<file path="config.mk">
export PLATFORM = sky130hd
export DESIGN_NAME = ea_page_seq
export DESIGN_NICKNAME = d
export VERILOG_FILES = /design/src/rtl/ea_pkg.sv /design/src/rtl/ea_lowadd.sv /design/src/rtl/ea_hiinc.sv /design/src/rtl/ea_seq_ctl.sv /design/src/rtl/ea_page_seq.sv
export SDC_FILE = /design/constraint.sdc
export NUM_CORES = 1
export LEC_CHECK = 0
export BUFFER_PORTS_ARGS = -buffer_cell sky130_fd_sc_hd__buf_2
export CAP_MARGIN = 5
export CORE_MARGIN = 2
export CORE_UTILIZATION = 47
export DETAILED_ROUTE_END_ITERATION = 6
export PLACE_DENSITY = 0.82
export SLEW_MARGIN = 20
export SYNTH_ARGS = -nofsm -noshare
export SYNTH_HDL_FRONTEND = slang
export SYNTH_SLANG_ARGS = --single-unit
export TNS_END_PERCENT = 5
</file>
<file path="constraint.sdc">
create_clock -name clk -period 1.85 [get_ports clk]
set_input_delay 0.185 -clock clk [delete_from_list [all_inputs] [get_ports clk]]
set_output_delay 0.185 -clock clk [all_outputs]
set_load 0.005 [all_outputs]
</file>
<file path="src/rtl/ea_pkg.sv">
// Package: shared state type for the effective-address sequencer.
// Assumes: three states are enough (idle, fixup dummy cycle, real access).
package ea_pkg;

    typedef enum logic [1:0] {
        ST_IDLE = 2'd0,
        ST_FIX  = 2'd1,
        ST_REAL = 2'd2
    } ea_state_e;

endpackage

</file>
<file path="src/rtl/ea_lowadd.sv">
// Module: ea_lowadd
// Adds the index to the low part of the base in one step and returns the
// sum and the carry out of the top bit. Purely combinational.
// Assumes: both operands have the same width W (the page width).
module ea_lowadd #(
    parameter int W = 8
) (
    input  logic [W-1:0] a,
    input  logic [W-1:0] b,
    output logic [W-1:0] sum,
    output logic         cout
);

    // Single W-bit addition with carry out.
    always_comb begin
        {cout, sum} = {1'b0, a} + {1'b0, b};
    end

endmodule

</file>
<file path="src/rtl/ea_hiinc.sv">
// Module: ea_hiinc
// Applies a pending carry to the high part of the address. Wraps around
// at the top of the address space, so an all-ones high part goes to zero.
// Assumes: carry is one bit and only ever increments (unsigned index).
module ea_hiinc #(
    parameter int W = 8
) (
    input  logic [W-1:0] hi_in,
    input  logic         inc,
    output logic [W-1:0] hi_out
);

    // Increment modulo 2^W.
    always_comb begin
        hi_out = hi_in + {{(W-1){1'b0}}, inc};
    end

endmodule

</file>
<file path="src/rtl/ea_seq_ctl.sv">
// Module: ea_seq_ctl
// State machine for one address sequence: idle, optional fixup (dummy read)
// cycle, then the real access. It advances out of a bus state only when the
// bus accepts the cycle.
// Assumes: carry_now is the carry of the low-part sum of the inputs that are
// present in the same cycle as start.
module ea_seq_ctl
    import ea_pkg::*;
(
    input  logic      clk,
    input  logic      rst_n,
    input  logic      start,
    input  logic      wr,
    input  logic      carry_now,
    input  logic      ready,
    output ea_state_e state,
    output logic      load,
    output logic      fix_step,
    output logic      fin
);

    ea_state_e state_q;
    ea_state_e state_d;

    // Step strobes, decoded from the current state and the bus handshake.
    always_comb begin
        load     = (state_q == ST_IDLE) && start;
        fix_step = (state_q == ST_FIX)  && ready;
        fin      = (state_q == ST_REAL) && ready;
    end

    // Next-state selection.
    always_comb begin
        state_d = state_q;
        unique case (state_q)
            ST_IDLE: if (start)    state_d = (carry_now || wr) ? ST_FIX : ST_REAL;
            ST_FIX:  if (ready)    state_d = ST_REAL;
            ST_REAL: if (ready)    state_d = ST_IDLE;
            default:               state_d = ST_IDLE;
        endcase
    end

    // State register with synchronous active-low reset.
    always_ff @(posedge clk) begin
        if (!rst_n) state_q <= ST_IDLE;
        else        state_q <= state_d;
    end

    assign state = state_q;

endmodule

</file>
<file path="src/rtl/ea_page_seq.sv">
// Module: ea_page_seq (top)
// Forms base+index with an adder only as wide as the index. The low part is
// summed when start is taken. A carry, or any write, inserts a fixup cycle
// that reads the half-formed address while the high part is incremented. The
// real access follows. Counts the accepted bus cycles of the sequence.
// Assumes: unsigned index; synchronous active-low reset; the bus stretches a
// cycle by holding bus_ready low.
module ea_page_seq
    import ea_pkg::*;
#(
    parameter int ADDR_W = 16,
    parameter int IDX_W  = 8,
    parameter int CNT_W  = 2
) (
    input  logic              clk,
    input  logic              rst_n,
    input  logic              start,
    input  logic [ADDR_W-1:0] base,
    input  logic [IDX_W-1:0]  index,
    input  logic              wr,
    input  logic              bus_ready,
    output logic              bus_valid,
    output logic [ADDR_W-1:0] bus_addr,
    output logic              bus_we,
    output logic              bus_dummy,
    output logic [ADDR_W-1:0] eff_addr,
    output logic              done,
    output logic [CNT_W-1:0]  cyc_count
);

    localparam int HI_W = ADDR_W - IDX_W;

    logic [IDX_W-1:0] lo_sum;
    logic             lo_carry;
    logic [HI_W-1:0]  hi_next;
    logic [IDX_W-1:0] lo_q;
    logic [HI_W-1:0]  hi_q;
    logic             carry_q;
    logic             wr_q;
    logic [CNT_W-1:0] cnt_q;
    ea_state_e        state;
    logic             load;
    logic             fix_step;
    logic             fin;

    ea_lowadd #(.W(IDX_W)) u_lowadd (
        .a    (base[IDX_W-1:0]),
        .b    (index),
        .sum  (lo_sum),
        .cout (lo_carry)
    );

    ea_hiinc #(.W(HI_W)) u_hiinc (
        .hi_in  (hi_q),
        .inc    (carry_q),
        .hi_out (hi_next)
    );

    ea_seq_ctl u_ctl (
        .clk       (clk),
        .rst_n     (rst_n),
        .start     (start),
        .wr        (wr),
        .carry_now (lo_carry),
        .ready     (bus_ready),
        .state     (state),
        .load      (load),
        .fix_step  (fix_step),
        .fin       (fin)
    );

    // Address halves, pending carry and direction, captured at start.
    always_ff @(posedge clk) begin
        if (!rst_n) begin
            lo_q    <= '0;
            hi_q    <= '0;
            carry_q <= 1'b0;
            wr_q    <= 1'b0;
        end else if (load) begin
            lo_q    <= lo_sum;
            hi_q    <= base[ADDR_W-1:IDX_W];
            carry_q <= lo_carry;
            wr_q    <= wr;
        end else if (fix_step) begin
            hi_q    <= hi_next;
            carry_q <= 1'b0;
        end
    end

    // Accepted-cycle counter, cleared by a new start.
    always_ff @(posedge clk) begin
        if (!rst_n)                 cnt_q <= '0;
        else if (load)              cnt_q <= '0;
        else if (fix_step || fin)   cnt_q <= cnt_q + 1'b1;
    end

    // Bus-side outputs decoded from the state and captured address.
    always_comb begin
        bus_valid = (state != ST_IDLE);
        bus_addr  = bus_valid ? {hi_q, lo_q} : '0;
        bus_we    = (state == ST_REAL) && wr_q;
        bus_dummy = (state == ST_FIX);
        done      = fin;
        eff_addr  = {hi_q, lo_q};
        cyc_count = cnt_q;
    end

endmodule

</file>
-- Word level (Yosys, flattened, before mapping)
Cells that the tools add are included.
- add/sub/neg operators: 3
- equality and inequality tests: 5
- muxes and demuxes: 10
- bitwise operators: 1
- reduce and logical (&&, ||, !) cells: 11
- operator list (operator ; count):
    two-way mux 16 bit ; 1
    two-way mux 8 bit ; 2
    adder 8 x 8 -> 9 bit ; 1
    adder 8 x 1 -> 8 bit ; 1
    two-way mux 2 bit ; 4
    inequality test 2 bit (second input constant) ; 3
    case mux 2 bit (3 select lines) ; 1
    logical AND 1 bit ; 4
    nonzero test 2 bit ; 2
    AND reduction 3 bit ; 1
    adder 2 x 1 -> 2 bit (second input constant) ; 1
    equality test 2 x 1 -> 1 bit (second input constant) ; 1
    equality test 2 bit (second input constant) ; 1
    logical NOT 2 bit ; 1
    logical OR 1 bit ; 2
    two-way mux 1 bit ; 2
    OR reduction 2 bit ; 1
    inverter 1 bit ; 1
- register bits after elaboration: 22
- input port bits: 29
- output and inout port bits: 38
- word-level logic and storage cells: 36

-- Logic depth before layout (Yosys ltp)
Gate-level depths: netlist of the first run.
- word-level depth: 5
- mapped depth: 7
- gate-level depth less buffers: 6

-- Cells and area by module
A second synthesis of the first run with hierarchy kept.
- cell total of the unflattened synthesis: 170
- area, all modules: 1602.8 sq um
- by module, submodules not included (module ; instances ; cells an instance ; area an instance (sq um) ; sequential area each (sq um)):
    ea_page_seq ; 1 ; 98 ; 1039.7 ; 400.4
    ea_lowadd ; 1 ; 42 ; 324.1 ; 0.0
    ea_hiinc ; 1 ; 16 ; 125.1 ; 0.0
    ea_seq_ctl ; 1 ; 14 ; 113.9 ; 40.0

-- Least setup slack after synthesis of the first run
Ideal clock, no wire load.
- path kind: input to register
- from: input port base[0]
- to: register carry_q
- library setup time: 0.140 ns
- arrival time: 1.387 ns
- required time: 1.710 ns
- setup slack: 0.323 ns
- stages: 6
- buffers on the path: 0
- cells stage by stage: ha_1 fa_1 a21oi_1 o21ai_0 nor4_1 o32ai_1
- word-level cells in the longest chain between the ends: 2
- ends and longest elaborated chain (item ; line ; source):
    from (decl) ; ea_page_seq.sv:18 ; input logic [ADDR_W-1:0] base,
    adder 8 x 8 -> 9 bit ; ea_lowadd.sv:16 ; {cout, sum} = {1'b0, a} + {1'b0, b};
    two-way mux 1 bit ; ea_page_seq.sv:79 ; end else if (load) begin
    to (signal assigned) ; ea_page_seq.sv:82 ; carry_q <= lo_carry;
    to (decl) ; ea_page_seq.sv:38 ; logic carry_q;
Every way passes these cells.
A chain may end at the register's enable or synchronous reset.

-- Worst setup path in the final report of the first run
- from: register u_ctl.state_q[1] (netlist: u_ctl.state[1])
- to: register lo_q[5]
- word-level cells in the longest chain between the ends: 2
- ends and longest elaborated chain (item ; line ; source):
    from (decl) ; ea_seq_ctl.sv:22 ; ea_state_e state_q;
    from (signal assigned) ; ea_seq_ctl.sv:46 ; else state_q <= state_d;
    logical NOT 2 bit ; ea_seq_ctl.sv:27 ; load = (state_q == ST_IDLE) && start;
    logical AND 1 bit ; ea_seq_ctl.sv:27 ;
    to (signal assigned) ; ea_page_seq.sv:80 ; lo_q <= lo_sum;
    to (decl) ; ea_page_seq.sv:36 ; logic [IDX_W-1:0] lo_q;
Every way passes these cells.

==> results of run 1 <==
[power groups by stage]
stage,registers (W),logic (W),clock network [W]
after floorplan,0.000581,0.000286,0
after global placement,0.000593,0.000435,0
after detailed placement,0.000594,0.000446,0
after CTS,0.000583,0.000448,0.000226
after global routing,0.000591,0.000505,0.000235
final,0.000584,0.000445,0.000218
[final timing paths]
path                                 to  slack (ns)
worst min-delay path            hi_q[1]        0.14
worst max-delay path            lo_q[5]        0.23
worst min register to register     wr_q        0.46
worst max register to register  lo_q[5]        0.23
[logic make-up after synthesis]
family                   Yosys count  share of synthesized area
AO/OA/AOI/OAI                     42                      0.203
AND/OR/NAND/NOR                   86                      0.310
adder cells (fa/ha/maj)           11                     0.0971
XOR/XNOR                           6                     0.0351
flip-flops                        22                      0.295
buffers and inverters             15                     0.0536
multiplexers                       1                    0.00669
[worst max-delay path, cell delays in order (launching register included)]
cell,delay (ns)
sky130_fd_sc_hd__dfxtp_1,0.41
sky130_fd_sc_hd__nor3b_2,0.49
sky130_fd_sc_hd__buf_4,0.27
sky130_fd_sc_hd__nand3_1,0.09
sky130_fd_sc_hd__o311ai_1,0.26
[layer usage]
layer,up-vias,GRT usage,routed length (um)
met4,0,0.0762,40
met2,56,0.382,1830
li1,791,-,-
met3,4,0.0235,221
met5,-,0,0
met1,704,0.264,1600
[state kept, by name, summed over array words and instances, names as in the netlist]
register     count
carry_q          1
cyc_count        2
hi_q             8
lo_q             8
u_ctl.state      2
wr_q             1
[stage by stage]
step | setup slack, ns | hold slack (ns) | total power (W) | utilization
5_1_grt | 0.110 | 0.152 | 0.00133 | 0.623
3_5_place_dp | 0.00504 | 0.447 | 0.00104 | 0.616
3_3_place_gp | 0.105 | 0.440 | 0.00103 | 0.616
6_report | 0.229 | 0.137 | 0.00125 | 0.623
4_1_cts | 0.253 | 0.129 | 0.00126 | 0.623
2_1_floorplan | 0.323 | 0.321 | 0.000867 | -
[final cells by class]
cell class,instances,area [um^2]
Fill cell,290,1140
Tap cell,44,55.1
Inverter,5,18.8
Multi-Input combinational cell,146,975
Timing Repair Buffer,72,375
Clock buffer,3,22.5
Sequential cell,22,440
[Yosys cell counts (2+ instances only)]
| library cell | instances |
|---|---|
| sky130_fd_sc_hd__ha_1 | 10 |
| sky130_fd_sc_hd__nand3b_1 | 2 |
| sky130_fd_sc_hd__nor2_1 | 16 |
| sky130_fd_sc_hd__o21ai_0 | 8 |
| sky130_fd_sc_hd__nand3_1 | 11 |
| sky130_fd_sc_hd__a211o_1 | 2 |
| sky130_fd_sc_hd__nand2_1 | 18 |
| sky130_fd_sc_hd__and3b_1 | 3 |
| sky130_fd_sc_hd__buf_2 | 4 |
| sky130_fd_sc_hd__a311oi_1 | 2 |
| sky130_fd_sc_hd__o21a_1 | 3 |
| sky130_fd_sc_hd__o311a_1 | 2 |
| sky130_fd_sc_hd__dfxtp_1 | 22 |
| sky130_fd_sc_hd__clkbuf_1 | 3 |
| sky130_fd_sc_hd__xnor2_1 | 2 |
| sky130_fd_sc_hd__nand4_1 | 4 |
| sky130_fd_sc_hd__inv_1 | 5 |
| sky130_fd_sc_hd__nor3_1 | 4 |
| sky130_fd_sc_hd__nor2b_1 | 17 |
| sky130_fd_sc_hd__a211oi_1 | 5 |
| sky130_fd_sc_hd__xor2_1 | 4 |
| sky130_fd_sc_hd__o32ai_1 | 2 |
| sky130_fd_sc_hd__a21oi_1 | 10 |
| sky130_fd_sc_hd__and2_1 | 2 |
| sky130_fd_sc_hd__buf_6 | 2 |
==> implementation parameters, run 1 <==
Parameter                              Value

Global route
  Wire length of the first global-routing pass    5930 um
  Antenna violations before repair    0
  Maximum number of pins on one net before global-route repair    17
  GRT overflow    0
  Global router's overall resource usage    0.213
  Vias in the first global route    1,415

Setup path
  R2r startpoint    u_ctl.state[1]
  Critical Path Start    u_ctl.state[1]
  Data required time at the worst endpoint    2.06 ns
  Critical path arrival    1.83 ns
  Critical path class    reg2reg
  Kind of end point of the critical path    flop
  Max Fanout on Critical Path    10
  Type of origin of the critical path    flop
  Number of cells traversed by the worst register-to-register path    4

Die
  Row count    20
  Die extent in x    60.4 um
  Floorplan die area    3650 um^2
  Core Footprint    3030 um^2
  Number of top-level pins    67
  Y dimension of the die    60.4 um
  Initial standard-cell utilization of the core    0.494

Place
  Placement Cell Area    1860 um^2
  GP Congestion    0.873
  I/O Buffers    66
  Post-DP HPWL    2900 um
  Placed cell count    289

Synthesis
  Number of distinct library cells after synthesis    45
  Synth Net Count    223
  Sequential share of the synthesized area    0.295
  Post-synth top flop    sky130_fd_sc_hd__dfxtp_1
  Number of flops mapped to enable cells by yosys    0
  Number of warnings issued by yosys    0
  Avg Cell Area, Syn    8.17 um^2
  Post-Syn Instances    183
  Area of the mapped netlist    1500 um^2
  Area share of the largest cell type after synthesis    0.295
  Synthesis-stage register bit count    22
  Largest area contributor in the synthesized netlist    sky130_fd_sc_hd__dfxtp_1
  Proportion of synthesized flip-flops having asynchronous set or reset    0
  Cells taking the most area after synthesis    sky130_fd_sc_hd__dfxtp_1 29%, sky130_fd_sc_hd__ha_1 8.4%, sky130_fd_sc_hd__nor2b_1 7.1%

Cells and area
  Share of layout cells above drive strength 1    0.315
  Post-route design area    1890 um^2
  Commonest non-fill, non-tap cell in the layout    sky130_fd_sc_hd__buf_2
  Number of nets in the final layout    290
  Antenna Cells    0
  Commonest cells after routing, fill and taps aside    66 x sky130_fd_sc_hd__buf_2, 22 x sky130_fd_sc_hd__dfxtp_1, 18 x sky130_fd_sc_hd__nand2_1
  Area Overhead vs Synth    26.2%
  Layout Cells excl Fill    292

Worst hold path
  Hold crit path type    in2reg
  Start point of the worst hold path    base[9]
  Hold depth    3

Timing
  Setup repair after global routing missed its margin    false
  Hold Violations, Final    0
  Transition time at the pin with the least slew margin    0.606 ns
  Normalized max-slew margin    0.596
  Final number of setup-violating endpoints    0
  Highest clock rate    617 MHz
  Final critical-path required period    1.62 ns
  Summed negative setup slack over all endpoints    0 ns
  Ratio of final minimum period to clock period    0.876
  Setup clock skew after layout    0.00135 ns
  Final-report max-slew violation count    0

Power and ir drop
  Share of power burned in the clock network    0.175
  Switching Share    0.346
  Net switching power figure    0.000431 W
  Seq pwr share    0.468
  Internal power summed over all cells    0.000816 W
  Total power density per cell area    661 nW/um^2
  Leakage    0.889 nW
  Comb power frac    0.357
  Worst ir drop on vdd    0.310 mV

Clock network
  H-Tree Depth    1
  Root buffer cell    sky130_fd_sc_hd__clkbuf_4
  Clock Latency Late Sink    0.30 ns
  Post-CTS Setup Inserts    0
  Hold-fix buffer count after cts    0
  Register clock-pin slew on the reported worst setup and hold paths    0.12 ns
  Buffer depth of the longest clock path    2
  Number of buffers added by the clock tree synthesis step    3
  CTS tree    yes
  TritonCTS sink count    22
  Post-cts sizing count    0

Route
  Detail-routed via count per cell    5.33
  Detail Route Antenna Nets    0
  Total wirelength of the detailed-routed design    3690 um
  Post-route DRC violation count    0
  Routed vias    1,555
  WL/cell    12.7 um
  Drt initial violations    69
  Detailed Routing Iterations Pass 1    4

Flow run
  Max capacitance violation total    0

Run status
  Outcome    completed
(Power assumes the default switching activity.)
==> run 2: changes to the inputs <==
--- a/config.mk
+++ b/config.mk
@@ -5,14 +5,15 @@
 export SDC_FILE = /design/constraint.sdc
 export NUM_CORES = 1
 export LEC_CHECK = 0
+export ABC_AREA = 1
 export BUFFER_PORTS_ARGS = -buffer_cell sky130_fd_sc_hd__buf_2
 export CAP_MARGIN = 5
 export CORE_MARGIN = 2
 export CORE_UTILIZATION = 47
 export DETAILED_ROUTE_END_ITERATION = 6
-export PLACE_DENSITY = 0.82
+export PLACE_DENSITY = 0.81
 export SLEW_MARGIN = 20
 export SYNTH_ARGS = -nofsm -noshare
 export SYNTH_HDL_FRONTEND = slang
 export SYNTH_SLANG_ARGS = --single-unit
-export TNS_END_PERCENT = 5
+export TNS_END_PERCENT = 50
==> run 2 against run 1 <==
Against the previous run:
- sequential share of layout area is 0.29 points lower
- area after synthesis is 2.3% higher
- setup slack improved by 0.066 ns
- worst hold slack got worse by 0.028 ns
- flip-flop and latch count unchanged
==> implementation parameters, run 2 <==
Parameter                              Value

Power and ir drop
  Internal power summed over all cells    0.000797 W (-2.3%)
  Share of power burned in the clock network    0.173 (-0.002)
  Worst ir drop on vdd    0.286 mV (-7.8%)
  Total power after layout    0.00126 W (+1.4%)
  Total power density per cell area    662 nW/um^2 (+0.14%)
  Seq pwr share    0.451 (-0.017)
  Net switching power figure    0.000467 W (+8.4%)
  Switching Share    0.370 (+0.0240)
  Leakage    1.06 nW (+19%)
  Comb power frac    0.376 (+0.019)

Timing
  Setup repair after global routing missed its margin    false
  Hold Violations, Final    0 (unchanged)
  Setup clock skew after layout    0.00348 ns (+0.00213 ns)
  Final number of setup-violating endpoints    0 (unchanged)
  Final-report max-slew violation count    0 (unchanged)
  Ratio of final minimum period to clock period    0.841 (-0.0358)
  Normalized max-slew margin    0.795 (+0.200)
  Transition time at the pin with the least slew margin    0.305 ns (-0.301 ns)
  Final critical-path required period    1.55 ns (-0.0662 ns)
  Summed negative setup slack over all endpoints    0 ns (unchanged)
  Highest clock rate    643 MHz (+4.3%)

Global route
  Global router's overall resource usage    0.211 (-0.00206)
  Maximum number of pins on one net before global-route repair    25 (+8)
  Wire length of the first global-routing pass    6040 um (+2.0%)
  GRT overflow    0 (unchanged)
  Antenna violations before repair    0 (unchanged)
  Vias in the first global route    1,459 (+3.1%)

Route
  Detailed Routing Iterations Pass 1    4 (unchanged)
  Detail Route Antenna Nets    0 (unchanged)
  Post-route DRC violation count    0 (unchanged)
  Detail-routed via count per cell    4.79 (-10%)
  Total wirelength of the detailed-routed design    3700 um (about the same)
  WL/cell    10.6 um (-16%)
  Routed vias    1,668 (+7.3%)
  Drt initial violations    105 (+52%)

Synthesis
  Synthesis-stage register bit count    22 (unchanged)
  Area of the mapped netlist    1530 um^2 (+2.3%)
  Most frequent cell after synthesis    sky130_fd_sc_hd__nand2_1
  Area share of the largest cell type after synthesis    0.288 (-0.00674)
  Post-synth top flop    sky130_fd_sc_hd__dfxtp_1
  Cells taking the most area after synthesis    sky130_fd_sc_hd__dfxtp_1 29%, sky130_fd_sc_hd__nand2_1 14%, sky130_fd_sc_hd__inv_1 8.8%
  Number of warnings issued by yosys    0 (unchanged)
  Most frequent cells after synthesis    57 x sky130_fd_sc_hd__nand2_1, 36 x sky130_fd_sc_hd__inv_1, 35 x sky130_fd_sc_hd__nor2_1, 22 x sky130_fd_sc_hd__dfxtp_1, 21 x sky130_fd_sc_hd__nand3_1
  Sequential share of the synthesized area    0.288 (-0.00674)
  Largest area contributor in the synthesized netlist    sky130_fd_sc_hd__dfxtp_1
  Number of flops mapped to enable cells by yosys    0 (unchanged)
  Synth Net Count    279 (+25%)
  Proportion of synthesized flip-flops having asynchronous set or reset    0 (unchanged)
  Post-Syn Instances    239 (+31%)
  Avg Cell Area, Syn    6.40 um^2 (-22%)
  Number of distinct library cells after synthesis    30 (-33%)

Setup path
  Data required time at the worst endpoint    2.05 ns (about the same)
  Critical path class    reg2reg
  Type of origin of the critical path    flop
  Number of cells traversed by the worst register-to-register path    9 (+5)
  End of the worst register-to-register path    hi_q[6]
  Kind of end point of the critical path    flop
  Critical path arrival    1.76 ns (-0.07 ns)
  Max Fanout on Critical Path    4 (-6)
  R2r startpoint    hi_q[0]
  Register-to-Register Setup Slack    0.30 ns (+0.07 ns)

Clock network
  Buffer depth of the longest clock path    2 (unchanged)
  H-Tree Depth    1 (unchanged)
  CTS tree    yes
  Post-CTS Setup Inserts    0 (unchanged)
  Number of buffers added by the clock tree synthesis step    3 (unchanged)
  Hold-fix buffer count after cts    0 (unchanged)
  TritonCTS sink count    22 (unchanged)
  Clock Latency Late Sink    0.30 ns (about the same)
  Post-cts sizing count    0 (unchanged)
  Register clock-pin slew on the reported worst setup and hold paths    0.12 ns (about the same)
  Root buffer cell    sky130_fd_sc_hd__clkbuf_4

Cells and area
  Count of fill cells added during filler insertion    311 (+7.2%)
  Commonest cells after routing, fill and taps aside    66 x sky130_fd_sc_hd__buf_2, 57 x sky130_fd_sc_hd__nand2_1, 36 x sky130_fd_sc_hd__inv_1
  Share of layout cells above drive strength 1    0.266 (-0.0481)
  Number of nets in the final layout    346 (+19%)
  Biggest regs    hi_q: 8 flops, lo_q: 8 flops
  Antenna Cells    0 (unchanged)
  Commonest non-fill, non-tap cell in the layout    sky130_fd_sc_hd__buf_2
  Area Overhead vs Synth    24.9%

Die
  Die extent in x    61.1 um (+1.1%)
  Floorplan die area    3730 um^2 (+2.2%)
  Y dimension of the die    61.1 um (+1.1%)
  Core Footprint    3080 um^2 (+1.7%)
  Initial standard-cell utilization of the core    0.497 (+0.00335)
  Row count    20 (unchanged)
  Number of top-level pins    67 (unchanged)

Worst hold path
  Hold crit path type    in2reg
  Capture endpoint of the worst hold path    hi_q[3]
  Hold depth    3 (unchanged)
  Start point of the worst hold path    base[11]

Flow run
  Max capacitance violation total    0 (unchanged)

Place
  Post-DP HPWL    2880 um (-0.74%)
  GP Congestion    0.859 (-1.5%)
  I/O Buffers    66 (unchanged)

Run status
  Outcome    completed
-- run 2: cell count changes after synthesis, moves of 3 or more --
cell / delta
sky130_fd_sc_hd__a21oi_1: +8
sky130_fd_sc_hd__nor3_1: -4
sky130_fd_sc_hd__buf_2: -3
sky130_fd_sc_hd__xor2_1: -4
sky130_fd_sc_hd__a211oi_1: -4
sky130_fd_sc_hd__nor2_1: +19
sky130_fd_sc_hd__nand2_1: +39
sky130_fd_sc_hd__o21a_1: -3
sky130_fd_sc_hd__nand3_1: +10
sky130_fd_sc_hd__o211ai_1: +3
sky130_fd_sc_hd__inv_1: +31
sky130_fd_sc_hd__and3b_1: -3
sky130_fd_sc_hd__nand2_4: +3
sky130_fd_sc_hd__nor2b_1: -17
-- run 2: layout make-up --
cell class | count | area [um^2] | share of cell area
clock buffers | 3 | 22.5 | 0.0118
well taps | 44 | 55.1 | 0.0288
inverters | 39 | 149 | 0.0779
multi-input cells | 173 | 906 | 0.474
flip-flops and latches | 22 | 440 | 0.231
repair buffers | 67 | 338 | 0.177
-- run 2: worst max-delay path by stage --
| stage | startpoint | end | slack (ns) | depth (start not counted) |
|---|---|---|---|---|
| 2_1_floorplan | hi_q[0] | hi_q[6] | 0.46 | 9 |
| 3_3_place_gp | base[0] | lo_q[6] | 0.30 | 11 |
| 3_5_place_dp | base[0] | lo_q[6] | 0.26 | 11 |
| 4_1_cts | hi_q[0] | hi_q[6] | 0.29 | 9 |
| 5_1_grt | hi_q[0] | hi_q[6] | 0.11 | 9 |
| 6_report | hi_q[0] | hi_q[6] | 0.30 | 9 |
-- run 2: layer usage --
layer / wire length [um] / GRT usage / up-vias
li1: - / - / 886
met5: 0 / 0 / -
met2: 1820 / 0.384 / 48
met1: 1670 / 0.264 / 730
met3: 162 / 0.0126 / 4
met4: 42 / 0.0683 / 0
-- run 2: stage by stage --
stage	instance area [um^2]	hold WS, ns	instances	worst slack (ns)	utilization
finish	1910	0.110	348	0.295	0.621
global placement	1890	0.432	345	0.302	0.613
detailed placement	1890	0.429	345	0.258	0.613
floorplan	1530	0.323	239	0.460	-
global route	1910	0.121	348	0.107	0.621
CTS	1910	0.105	348	0.287	0.621
-- run 2: critical path, cell delays in order, from the launching register on --
cell and delay, ns:
sky130_fd_sc_hd__dfxtp_1 0.40, sky130_fd_sc_hd__ha_1 0.19, sky130_fd_sc_hd__ha_1 0.16, sky130_fd_sc_hd__nand2_1 0.07
sky130_fd_sc_hd__nor2_1 0.18, sky130_fd_sc_hd__nand2_1 0.10, sky130_fd_sc_hd__o21ai_0 0.15, sky130_fd_sc_hd__nand3_1 0.09
sky130_fd_sc_hd__nand2_1 0.08, sky130_fd_sc_hd__a21oi_1 0.05
-- run 2: cells by family (layout without fill, tap and decap cells) --
| family | Yosys count | after routing | share of synthesized area |
|---|---|---|---|
| buf+inv | 44 | 109 | 0.120 |
| xor+xnor | 1 | 1 | 0.00572 |
| compound gates | 36 | 36 | 0.131 |
| fa+ha+maj | 11 | 11 | 0.0948 |
| flops | 22 | 22 | 0.288 |
| simple gates | 125 | 125 | 0.361 |
-- run 2: power groups by stage --
stage	registers, W	clock network [W]	logic [W]
2_1_floorplan	0.000580	0	0.000315
3_3_place_gp	0.000579	0	0.000467
3_5_place_dp	0.000581	0	0.000475
4_1_cts	0.000570	0.000222	0.000477
5_1_grt	0.000578	0.000239	0.000547
6_report	0.000570	0.000219	0.000476
